## src/rtl/dpcmp_pkg.sv

```systemverilog
package dpcmp_pkg;

    localparam int FP_W   = 64;
    localparam int EXP_W  = 11;
    localparam int FRAC_W = 52;

    typedef enum logic [1:0] {
        OP_EQ = 2'd0,
        OP_GT = 2'd1,
        OP_GE = 2'd2,
        OP_NE = 2'd3
    } cmp_op_e;

    typedef struct packed {
        logic sign;
        logic is_zero;
        logic is_inf;
        logic is_nan;
        logic is_snan;
        logic is_qnan;
    } fp_class_t;

endpackage

```

## src/rtl/dpcmp_classify.sv

```systemverilog
module dpcmp_classify
    import dpcmp_pkg::*;
#(
    parameter int EW = EXP_W,
    parameter int FW = FRAC_W
) (
    input  logic [EW+FW:0] opnd,
    output fp_class_t      cls
);
    localparam int SIGN_BIT = EW + FW;

    logic [EW-1:0] exp_f;
    logic [FW-1:0] frac_f;
    logic          exp_max;
    logic          frac_nz;

    always_comb begin
        exp_f       = opnd[SIGN_BIT-1:FW];
        frac_f      = opnd[FW-1:0];
        exp_max     = &exp_f;
        frac_nz     = |frac_f;
        cls.sign    = opnd[SIGN_BIT];
        cls.is_zero = (exp_f == '0) && !frac_nz;
        cls.is_inf  = exp_max && !frac_nz;
        cls.is_nan  = exp_max && frac_nz;
        cls.is_qnan = cls.is_nan && frac_f[FW-1];
        cls.is_snan = cls.is_nan && !frac_f[FW-1];
    end

    // a NaN is exactly one of quiet or signaling, never also zero or infinite
    always_comb begin
        a_r5_class_exclusive: assert (!(cls.is_snan && cls.is_qnan)
                                      && !(cls.is_nan && (cls.is_zero || cls.is_inf)))
            else $error("a_r5_class_exclusive");
    end

endmodule

```

## src/rtl/dpcmp_order.sv

```systemverilog
module dpcmp_order
    import dpcmp_pkg::*;
#(
    parameter int W = FP_W
) (
    input  logic [W-1:0] opnd_a,
    input  logic [W-1:0] opnd_b,
    input  fp_class_t    cls_a,
    input  fp_class_t    cls_b,
    output logic         unordered,
    output logic         a_eq_b,
    output logic         a_gt_b
);
    localparam int MAG_W = W - 1;

    logic [MAG_W-1:0] mag_a;
    logic [MAG_W-1:0] mag_b;
    logic             mag_eq;
    logic             mag_a_gt;
    logic             both_zero;
    logic             gt_raw;

    always_comb begin
        mag_a     = opnd_a[MAG_W-1:0];
        mag_b     = opnd_b[MAG_W-1:0];
        mag_eq    = (mag_a == mag_b);
        mag_a_gt  = (mag_a > mag_b);
        both_zero = cls_a.is_zero && cls_b.is_zero;
        unordered = cls_a.is_nan || cls_b.is_nan;

        unique case ({cls_a.sign, cls_b.sign})
            2'b00:   gt_raw = mag_a_gt;
            2'b11:   gt_raw = !mag_a_gt && !mag_eq;
            2'b01:   gt_raw = 1'b1;
            default: gt_raw = 1'b0;
        endcase

        a_eq_b = !unordered && (both_zero || (mag_eq && (cls_a.sign == cls_b.sign)));
        a_gt_b = !unordered && !both_zero && gt_raw;
    end

    // ordered outcomes are mutually exclusive
    always_comb begin
        a_r3_eq_gt_exclusive: assert (!(a_eq_b && a_gt_b))
            else $error("a_r3_eq_gt_exclusive");
    end

endmodule

```

## src/rtl/dpcmp_excpt.sv

```systemverilog
module dpcmp_excpt
    import dpcmp_pkg::*;
(
    input  cmp_op_e   op,
    input  fp_class_t cls_a,
    input  fp_class_t cls_b,
    input  logic      trap_en,
    output logic      snan_hit,
    output logic      vc_hit,
    output logic      write_ok
);
    logic ordered_op;
    logic any_qnan;

    always_comb begin
        unique case (op)
            OP_GT, OP_GE: ordered_op = 1'b1;
            default:      ordered_op = 1'b0;
        endcase
        snan_hit = cls_a.is_snan || cls_b.is_snan;
        any_qnan = cls_a.is_qnan || cls_b.is_qnan;
        if (!ordered_op)
            vc_hit = 1'b0;
        else if (snan_hit)
            vc_hit = !trap_en;
        else
            vc_hit = any_qnan;
        write_ok = !(trap_en && (snan_hit || vc_hit));
    end

endmodule

```

## src/rtl/dpcmp_mask_unit.sv

```systemverilog
module dpcmp_mask_unit
    import dpcmp_pkg::*;
#(
    parameter int W = FP_W
) (
    input  logic           clk,
    input  logic           rst_n,
    input  logic           in_valid,
    input  logic [1:0]     op_sel,
    input  logic [W-1:0]   opnd_a,
    input  logic [W-1:0]   opnd_b,
    input  logic           trap_en,
    output logic           out_valid,
    output logic [2*W-1:0] result,
    output logic           result_we,
    output logic           flag_snan,
    output logic           flag_vc
);
    localparam int MASK_W = 2 * W;

    cmp_op_e   op;
    fp_class_t cls_a;
    fp_class_t cls_b;
    logic      unordered;
    logic      a_eq_b;
    logic      a_gt_b;
    logic      snan_hit;
    logic      vc_hit;
    logic      write_ok;
    logic      hit;

    logic              valid_d;
    logic [MASK_W-1:0] mask_d;
    logic              we_d;
    logic              snan_d;
    logic              vc_d;

    assign op = cmp_op_e'(op_sel);

    dpcmp_classify #(.EW(EXP_W), .FW(W - 1 - EXP_W)) u_cls_a (.opnd(opnd_a), .cls(cls_a));
    dpcmp_classify #(.EW(EXP_W), .FW(W - 1 - EXP_W)) u_cls_b (.opnd(opnd_b), .cls(cls_b));

    dpcmp_order #(.W(W)) u_order (
        .opnd_a    (opnd_a),
        .opnd_b    (opnd_b),
        .cls_a     (cls_a),
        .cls_b     (cls_b),
        .unordered (unordered),
        .a_eq_b    (a_eq_b),
        .a_gt_b    (a_gt_b)
    );

    dpcmp_excpt u_excpt (
        .op       (op),
        .cls_a    (cls_a),
        .cls_b    (cls_b),
        .trap_en  (trap_en),
        .snan_hit (snan_hit),
        .vc_hit   (vc_hit),
        .write_ok (write_ok)
    );

    // next-value logic
    always_comb begin
        unique case (op)
            OP_EQ: hit = a_eq_b;
            OP_GT: hit = a_gt_b;
            OP_GE: hit = a_gt_b || a_eq_b;
            OP_NE: hit = !a_eq_b;
        endcase
        valid_d = in_valid;
        mask_d  = hit ? {{W{1'b1}}, {W{1'b0}}} : '0;
        we_d    = in_valid && write_ok;
        snan_d  = in_valid && snan_hit;
        vc_d    = in_valid && vc_hit;
    end

    // output register
    always_ff @(posedge clk) begin
        if (!rst_n) begin
            out_valid <= 1'b0;
            result    <= '0;
            result_we <= 1'b0;
            flag_snan <= 1'b0;
            flag_vc   <= 1'b0;
        end else begin
            out_valid <= valid_d;
            result    <= mask_d;
            result_we <= we_d;
            flag_snan <= snan_d;
            flag_vc   <= vc_d;
        end
    end

    a_r2_valid_follows: assert property (@(posedge clk) disable iff (!rst_n)
        in_valid |=> out_valid);

    a_r2_quiet_when_idle: assert property (@(posedge clk) disable iff (!rst_n)
        !out_valid |-> !(result_we || flag_snan || flag_vc));

    a_r1_mask_shape: assert property (@(posedge clk) disable iff (!rst_n)
        result[W-1:0] == '0 && (result[MASK_W-1:W] == '0 || &result[MASK_W-1:W]));

    a_r9_no_vc_eq_ne: assert property (@(posedge clk) disable iff (!rst_n)
        (in_valid && (op_sel == 2'd0 || op_sel == 2'd3)) |=> !flag_vc);

    a_r10_suppress_needs_flag: assert property (@(posedge clk) disable iff (!rst_n)
        (out_valid && !result_we) |-> (flag_snan || flag_vc));

    a_r8_trap_blocks_vc_on_snan: assert property (@(posedge clk) disable iff (!rst_n)
        (in_valid && trap_en) |=> !(flag_snan && flag_vc));

endmodule

```

## config.mk

```make
export PLATFORM = sky130hd
export DESIGN_NAME = dpcmp_mask_unit
export DESIGN_NICKNAME = d
export VERILOG_FILES = /design/src/rtl/dpcmp_pkg.sv /design/src/rtl/dpcmp_classify.sv /design/src/rtl/dpcmp_order.sv /design/src/rtl/dpcmp_excpt.sv /design/src/rtl/dpcmp_mask_unit.sv
export SDC_FILE = /design/constraint.sdc
export NUM_CORES = 1
export LEC_CHECK = 0
export BUFFER_PORTS_ARGS = -buffer_cell sky130_fd_sc_hd__buf_2
export CORE_AREA = 2 2 103 105
export CTS_CLUSTER_DIAMETER = 120
export DETAILED_ROUTE_END_ITERATION = 6
export DIE_AREA = 0 0 105 107
export MAX_ROUTING_LAYER = met4
export PLACE_DENSITY = 0.69
export SLEW_MARGIN = 20
export SYNTH_ARGS = -nofsm -noshare
export SYNTH_HDL_FRONTEND = slang
export SYNTH_SLANG_ARGS = --single-unit
```

## constraint.sdc

```tcl
create_clock -name clk -period 4.4 [get_ports clk]
set_input_delay 0.88 -clock clk [delete_from_list [all_inputs] [get_ports clk]]
set_output_delay 0.88 -clock clk [all_outputs]
set_load 0.02 [all_outputs]
```

==> results of run 1 <==
-- per-stage QoR --
| step | util | power (mW) |
|---|---|---|
| floorplan | - | 0.365 |
| global placement | 0.374 | 0.419 |
| detailed placement | 0.374 | 0.420 |
| CTS | 0.379 | 0.515 |
| global route | 0.379 | 0.562 |
| finish | 0.379 | 0.510 |
-- power breakdown --
group / internal (mW) / switching (mW) / total [mW]
sequential: 0.0471 / 0.000384 / 0.0475
clock: 0.0626 / 0.0267 / 0.0893
combinational: 0.136 / 0.237 / 0.374
-- worst paths after layout --
path,endpoint,startpoint,cells past startpoint
worst max-delay path,result[126]$_SDFF_PN0_,opnd_b[22],10
worst min-delay path,result_we$_SDFF_PN0_,trap_en,2
-- area by class of cell --
| type | instances | area (sq um) | area share |
|---|---|---|---|
| Clock buffer | 4 | 45.0 | 0.0118 |
| Sequential cell | 5 | 100 | 0.0262 |
| Timing Repair Buffer | 202 | 1010 | 0.265 |
| Multi-Input combinational cell | 311 | 2230 | 0.584 |
| Inverter | 70 | 263 | 0.0687 |
| Tap cell | 136 | 170 | 0.0445 |
-- synth_stat cells (4+ instances only) --
cell type / number
nand3_1: 6
nor4_1: 31
nor2_1: 10
nor3_1: 6
nand4_1: 28
dfxtp_1: 5
buf_4: 127
a21oi_1: 28
inv_1: 70
nand2_1: 14
a21o_1: 7
o21ai_0: 9
ha_1: 71
nor4_2: 4
-- state kept, by name (all words and copies together) (netlist names) --
name / flops
flag_snan: 1
flag_vc: 1
out_valid: 1
result: 1
result_we: 1
-- routing by layer --
metal,vias up,wire length (microns)
met3,10,678
met2,171,4510
met5,-,0
met4,0,154
li1,1675,-
met1,1403,3720
-- cells by family after synthesis --
group           count (synthesis)  share of synthesized area
buf+inv                       197                      0.367
simple gates                  111                      0.204
fa+ha+maj                      71                      0.268
compound gates                 63                      0.122
flops                           5                     0.0302
mux                             2                    0.00642
other cells                     1                    0.00113
==> out/metrics.cfg, run 1 <==
[sta]
post-route-period-util = 0.715
rsz0062_at_grt = no
hold_viol = 0
drv_slew = 0
finalWorstSetupSlack_ps = 1250
whs_ps = 854
setup_violations = 0
setup-tns-final_ps = 0
tightest_slew_ps = 574
fin_crit_ps = 3150
relSlewSlack = 0.614
max_freq_mhz = 318

[clock_network]
cts_buffers = 3
htreeDepth = 1
cts_tree = built
cts_buffer_depth = 2
root_buffer = clkbuf_8
clkSlewWorstSetupHoldPaths_ps = 40
post_cts.repair.setup_buffers = 0
cts.repair.resized = 0
postCtsHoldBufs = 0
clock-sinks = 5

[min_path]
hold_path_class = in2reg

[synth]
synth_area_sq_um = 3310
ys.flop_type = dfxtp_1
synth.distinct_cells = 38
synth_edf_count = 0
yosys_warnings = 0
seq_area_frac_synth = 0.0302
yosysTopAreaCell = buf_4
ys_seq_elements = 5
async_flop_share = 0
syn_inst = 450
synth_top_area_frac = 0.288
ys_top_cells_by_area = buf_4 29%, ha_1 27%, inv_1 7.9%, nor4_1 5.9%, nand4_1 5.3%
avgSynthCellArea_sq_um = 7.36

[global_routing]
top_usage_layer = met2
grtUsageMet2 = 0.295
grt_max_degree = 65
grt_use_total = 0.158
antenna_found_initial = 0
grt_pass1_vias = 2959
overflow = 0
grt_pass1_wl_microns = 13900
use_met1 = 0.183
use_met3 = 0.0122

[routing]
ant_nets = 0
vias_per_cell = 4.48
dr.first_iter.drc_count = 64
vias = 3259
wl_per_cell_microns = 12.5
drc = 0
finalWirelength_microns = 9070
first_pass_iters = 4

[setup_path]
crit_path_cell_trace = buf_2 -> inv_1 -> ha_1 -> nand4_1 -> nor4_1 -> o311ai_1 -> nor2b_1 -> o21ai_0 -> mux2_2 -> o311a_1
required_ps = 4520
cp_top_family = simple AND/OR/NAND/NOR gates
worstSetupPathType = in2reg
cp-start-kind = input pin
arrival_ps = 3260
cpMaxStageDelayCell = nor4_1
cp_slowest_stage_delay_ps = 550
cp_num_buf_inv = 2
crit_fanout = 3
critPathCaptureType = flop

[die]
die_y_microns = 107
die_w_microns = 105
core.rowCount = 37
core_sq_um = 10100
initial_utilization = 0.328
ios = 266
die-area_sq_um = 11200

[cells_and_area]
final_nets = 798
drive_gt1_frac = 0.363
design_area_sq_um = 3820
area_growth_pct = 15.5
final_cell_mix = 201 x buf_2, 71 x ha_1, 70 x inv_1
num-fill-cells = 1097
fin_cells = 728
n_antenna_cell = 0
final_common_cell = buf_2

[placement]
placed_cell_area_sq_um = 3780
portBuffers = 201
hpwl_microns = 8590
placedCellCount = 724
place_worst_setup_slack_ps = 963
gp_congestion = 0.853

[flow_run]
cap_violations = 0

[power]
p_leak_nw = 2.37
ir_worst_vdd_v = 0.0000629
power_density_nw_per_um2 = 134

[status]
outcome = finished clean

Power figures use the tool's default switching activity.
==> run 2, diff against run 1 <==
--- a/config.mk
+++ b/config.mk
@@ -5,13 +5,14 @@
 export SDC_FILE = /design/constraint.sdc
 export NUM_CORES = 1
 export LEC_CHECK = 0
+export ABC_AREA = 1
 export BUFFER_PORTS_ARGS = -buffer_cell sky130_fd_sc_hd__buf_2
 export CORE_AREA = 2 2 103 105
 export CTS_CLUSTER_DIAMETER = 120
 export DETAILED_ROUTE_END_ITERATION = 6
 export DIE_AREA = 0 0 105 107
 export MAX_ROUTING_LAYER = met4
-export PLACE_DENSITY = 0.69
+export PLACE_DENSITY = 0.74
 export SLEW_MARGIN = 20
 export SYNTH_ARGS = -nofsm -noshare
 export SYNTH_HDL_FRONTEND = slang
==> constraint.sdc (replaced) <==
create_clock -name clk -period 3 [get_ports clk]
set_input_delay 0.6 -clock clk [delete_from_list [all_inputs] [get_ports clk]]
set_output_delay 0.6 -clock clk [all_outputs]
set_load 0.02 [all_outputs]
==> run 2 against run 1 <==
Against the previous run:
- critical path depth grew 7
- utilization increased by 4.4 points
- clock power is 38% higher
- highest routed layer unchanged
- global-route usage up 0.38 points
- power rose by 63%
- worst setup slack lost 260 ps
- non-clock buffer count unchanged
- sequential power is 47% higher
- via count grew 18%
- first-iteration DRC count is 140% higher
- cell count grew 25%
==> out/metrics.cfg, run 2 <==
[synth]
syn_inst = 633
synth.top_cells.by_count = 136 x nand2_1, 127 x buf_4, 85 x inv_1
ys.flop_type = dfxtp_1
synth_top_family_by_area = buffers and inverters
ys_top_cells_by_area = buf_4 25%, ha_1 24%, nand2_1 14%, inv_1 8.5%, nor2_1 8.3%
yosys.cell_count.top_type = nand2_1
seq_area_frac_synth = 0.0267
synth_xor_area_frac = 0
synth.area.mux_share = 0
yosysTopAreaCell = buf_4
synth.distinct_cells = 23
synth_simple_gate_area_share = 0.317
async_flop_share = 0
yosys_warnings = 0
synth_top_area_frac = 0.254
synth_area_sq_um = 3750
avgSynthCellArea_sq_um = 5.93
ys_seq_elements = 5
synth_compound_area_frac = 0.0484
synthAdderAreaFrac = 0.237
synth_edf_count = 0

[die]
die_w_microns = 105
initial_utilization = 0.372
die-area_sq_um = 11200
ios = 266
core_sq_um = 10100
core.rowCount = 37
die_y_microns = 107

[setup_path]
crit_path_cell_trace = buf_2 -> inv_1 -> ha_1 -> nand2_1 -> inv_1 -> nand2_1 -> nor2_1 -> nand2_1 -> nor2_1 -> nand2_1 -> nand2_1 -> nor2_1 -> nand2_1 -> nand3_1 -> nand3_1 -> nand2_1 -> a21oi_1
worst_path_most_repeated_cell = nand2_1
cp-start-kind = input pin
worstSetupPathType = in2reg
cpMaxStageDelayCell = ha_1
required_ps = 3150
crit_fanout = 3
critPathCaptureType = flop
arrival_ps = 2160
cp_slowest_stage_delay_ps = 290

[power]
power_density_nw_per_um2 = 195
p_leak_nw = 2.81
total_power_uw = 832
ir_worst_vdd_v = 0.000117

[sta]
drv_slew = 0
hold_viol = 0
setup-tns-final_ps = 0
max_freq_mhz = 499
whs_ps = 575
finalWorstSetupSlack_ps = 995
rsz0062_at_grt = no
setup_violations = 0
post-route-period-util = 0.668
fin_crit_ps = 2000

[routing]
wl_per_cell_microns = 10.2
finalWirelength_microns = 9320
drc = 0
ant_nets = 0
first_pass_iters = 5
dr.first_iter.drc_count = 152
vias = 3861
vias_per_cell = 4.24

[global_routing]
overflow = 0
grt_pass1_vias = 3419
grt_max_degree = 65
grt_pass1_wl_microns = 14700
antenna_found_initial = 0
grt_use_total = 0.162

[clock_network]
cts_buffer_depth = 2
cts_tree = built
clock-sinks = 5
cts.repair.resized = 0
postCtsHoldBufs = 0
root_buffer = clkbuf_8
htreeDepth = 1
post_cts.repair.setup_buffers = 0
clkSlewWorstSetupHoldPaths_ps = 30
cts_buffers = 3

[min_path]
hold_path_class = in2reg

[cells_and_area]
n_antenna_cell = 0
area_growth_pct = 13.6
final_nets = 981
final_common_cell = buf_2
final_cell_mix = 201 x buf_2, 136 x nand2_1, 85 x inv_1
drive_gt1_frac = 0.308
num-fill-cells = 1165
utilization = 0.422

[placement]
place_worst_setup_slack_ps = 764
portBuffers = 201
gp_congestion = 0.954
hpwl_microns = 8760

[status]
outcome = finished clean

[flow_run]
cap_violations = 0

[run 2: logic make-up (layout without fill, tap and decap cells)]
logic type,Yosys count,after routing
AO/OA/AOI/OAI,32,32
adder cells (fa/ha/maj),71,71
buffers and inverters,243,322
flip-flops,5,5
other,1,64
AND/OR/NAND/NOR,281,281
[run 2: power breakdown]
part / switching [mW] / leakage [nW] / internal, mW
Clock: 0.0317 / 0.0228 / 0.0911
Sequential: 0.000481 / 0.0411 / 0.0693
Combinational: 0.412 / 2.74 / 0.227
[run 2: metal layers]
| layer | global-route usage | share of wire | wire (microns) | vias to the layer above |
|---|---|---|---|---|
| met2 | 0.309 | 0.50 | 4690 | 159 |
| met5 | - | 0 | 0 | - |
| met3 | 0.00973 | 0.067 | 622 | 6 |
| met4 | 0.0257 | 0.0058 | 54 | 0 |
| li1 | - | - | - | 2082 |
| met1 | 0.189 | 0.42 | 3960 | 1614 |
[run 2: cell type report]
type	instances	area, sq um	share of cell area
Clock buffer	4	45.0	0.0106
Tap cell	136	170	0.0399
Multi-Input combinational cell	448	2500	0.586
Inverter	116	435	0.102
Timing Repair Buffer	202	1010	0.238
Sequential cell	5	100	0.0235
[run 2: final timing paths]
check / start / to / slack [ps] / cells after the start
hold / removal: trap_en / result_we$_SDFF_PN0_ / 570 / 2
setup / recovery: opnd_b[62] / result[126]$_SDFF_PN0_ / 1000 / 17
[run 2: per-stage QoR]
stage	std cells	cell area, sq um
2_1_floorplan	696	3990
3_3_place_gp	907	4220
3_5_place_dp	907	4220
4_1_cts	911	4260
5_1_grt	911	4260
6_report	911	4260
[run 2: worst max-delay path, delay by kind of cell]
| kind | cells | cell delay, ps |
|---|---|---|
| buffers and inverters | 3 | 220 |
| AOI/OAI and AO/OA | 1 | 110 |
| and+or+nand+nor | 12 | 930 |
| adders and majority gates | 1 | 290 |
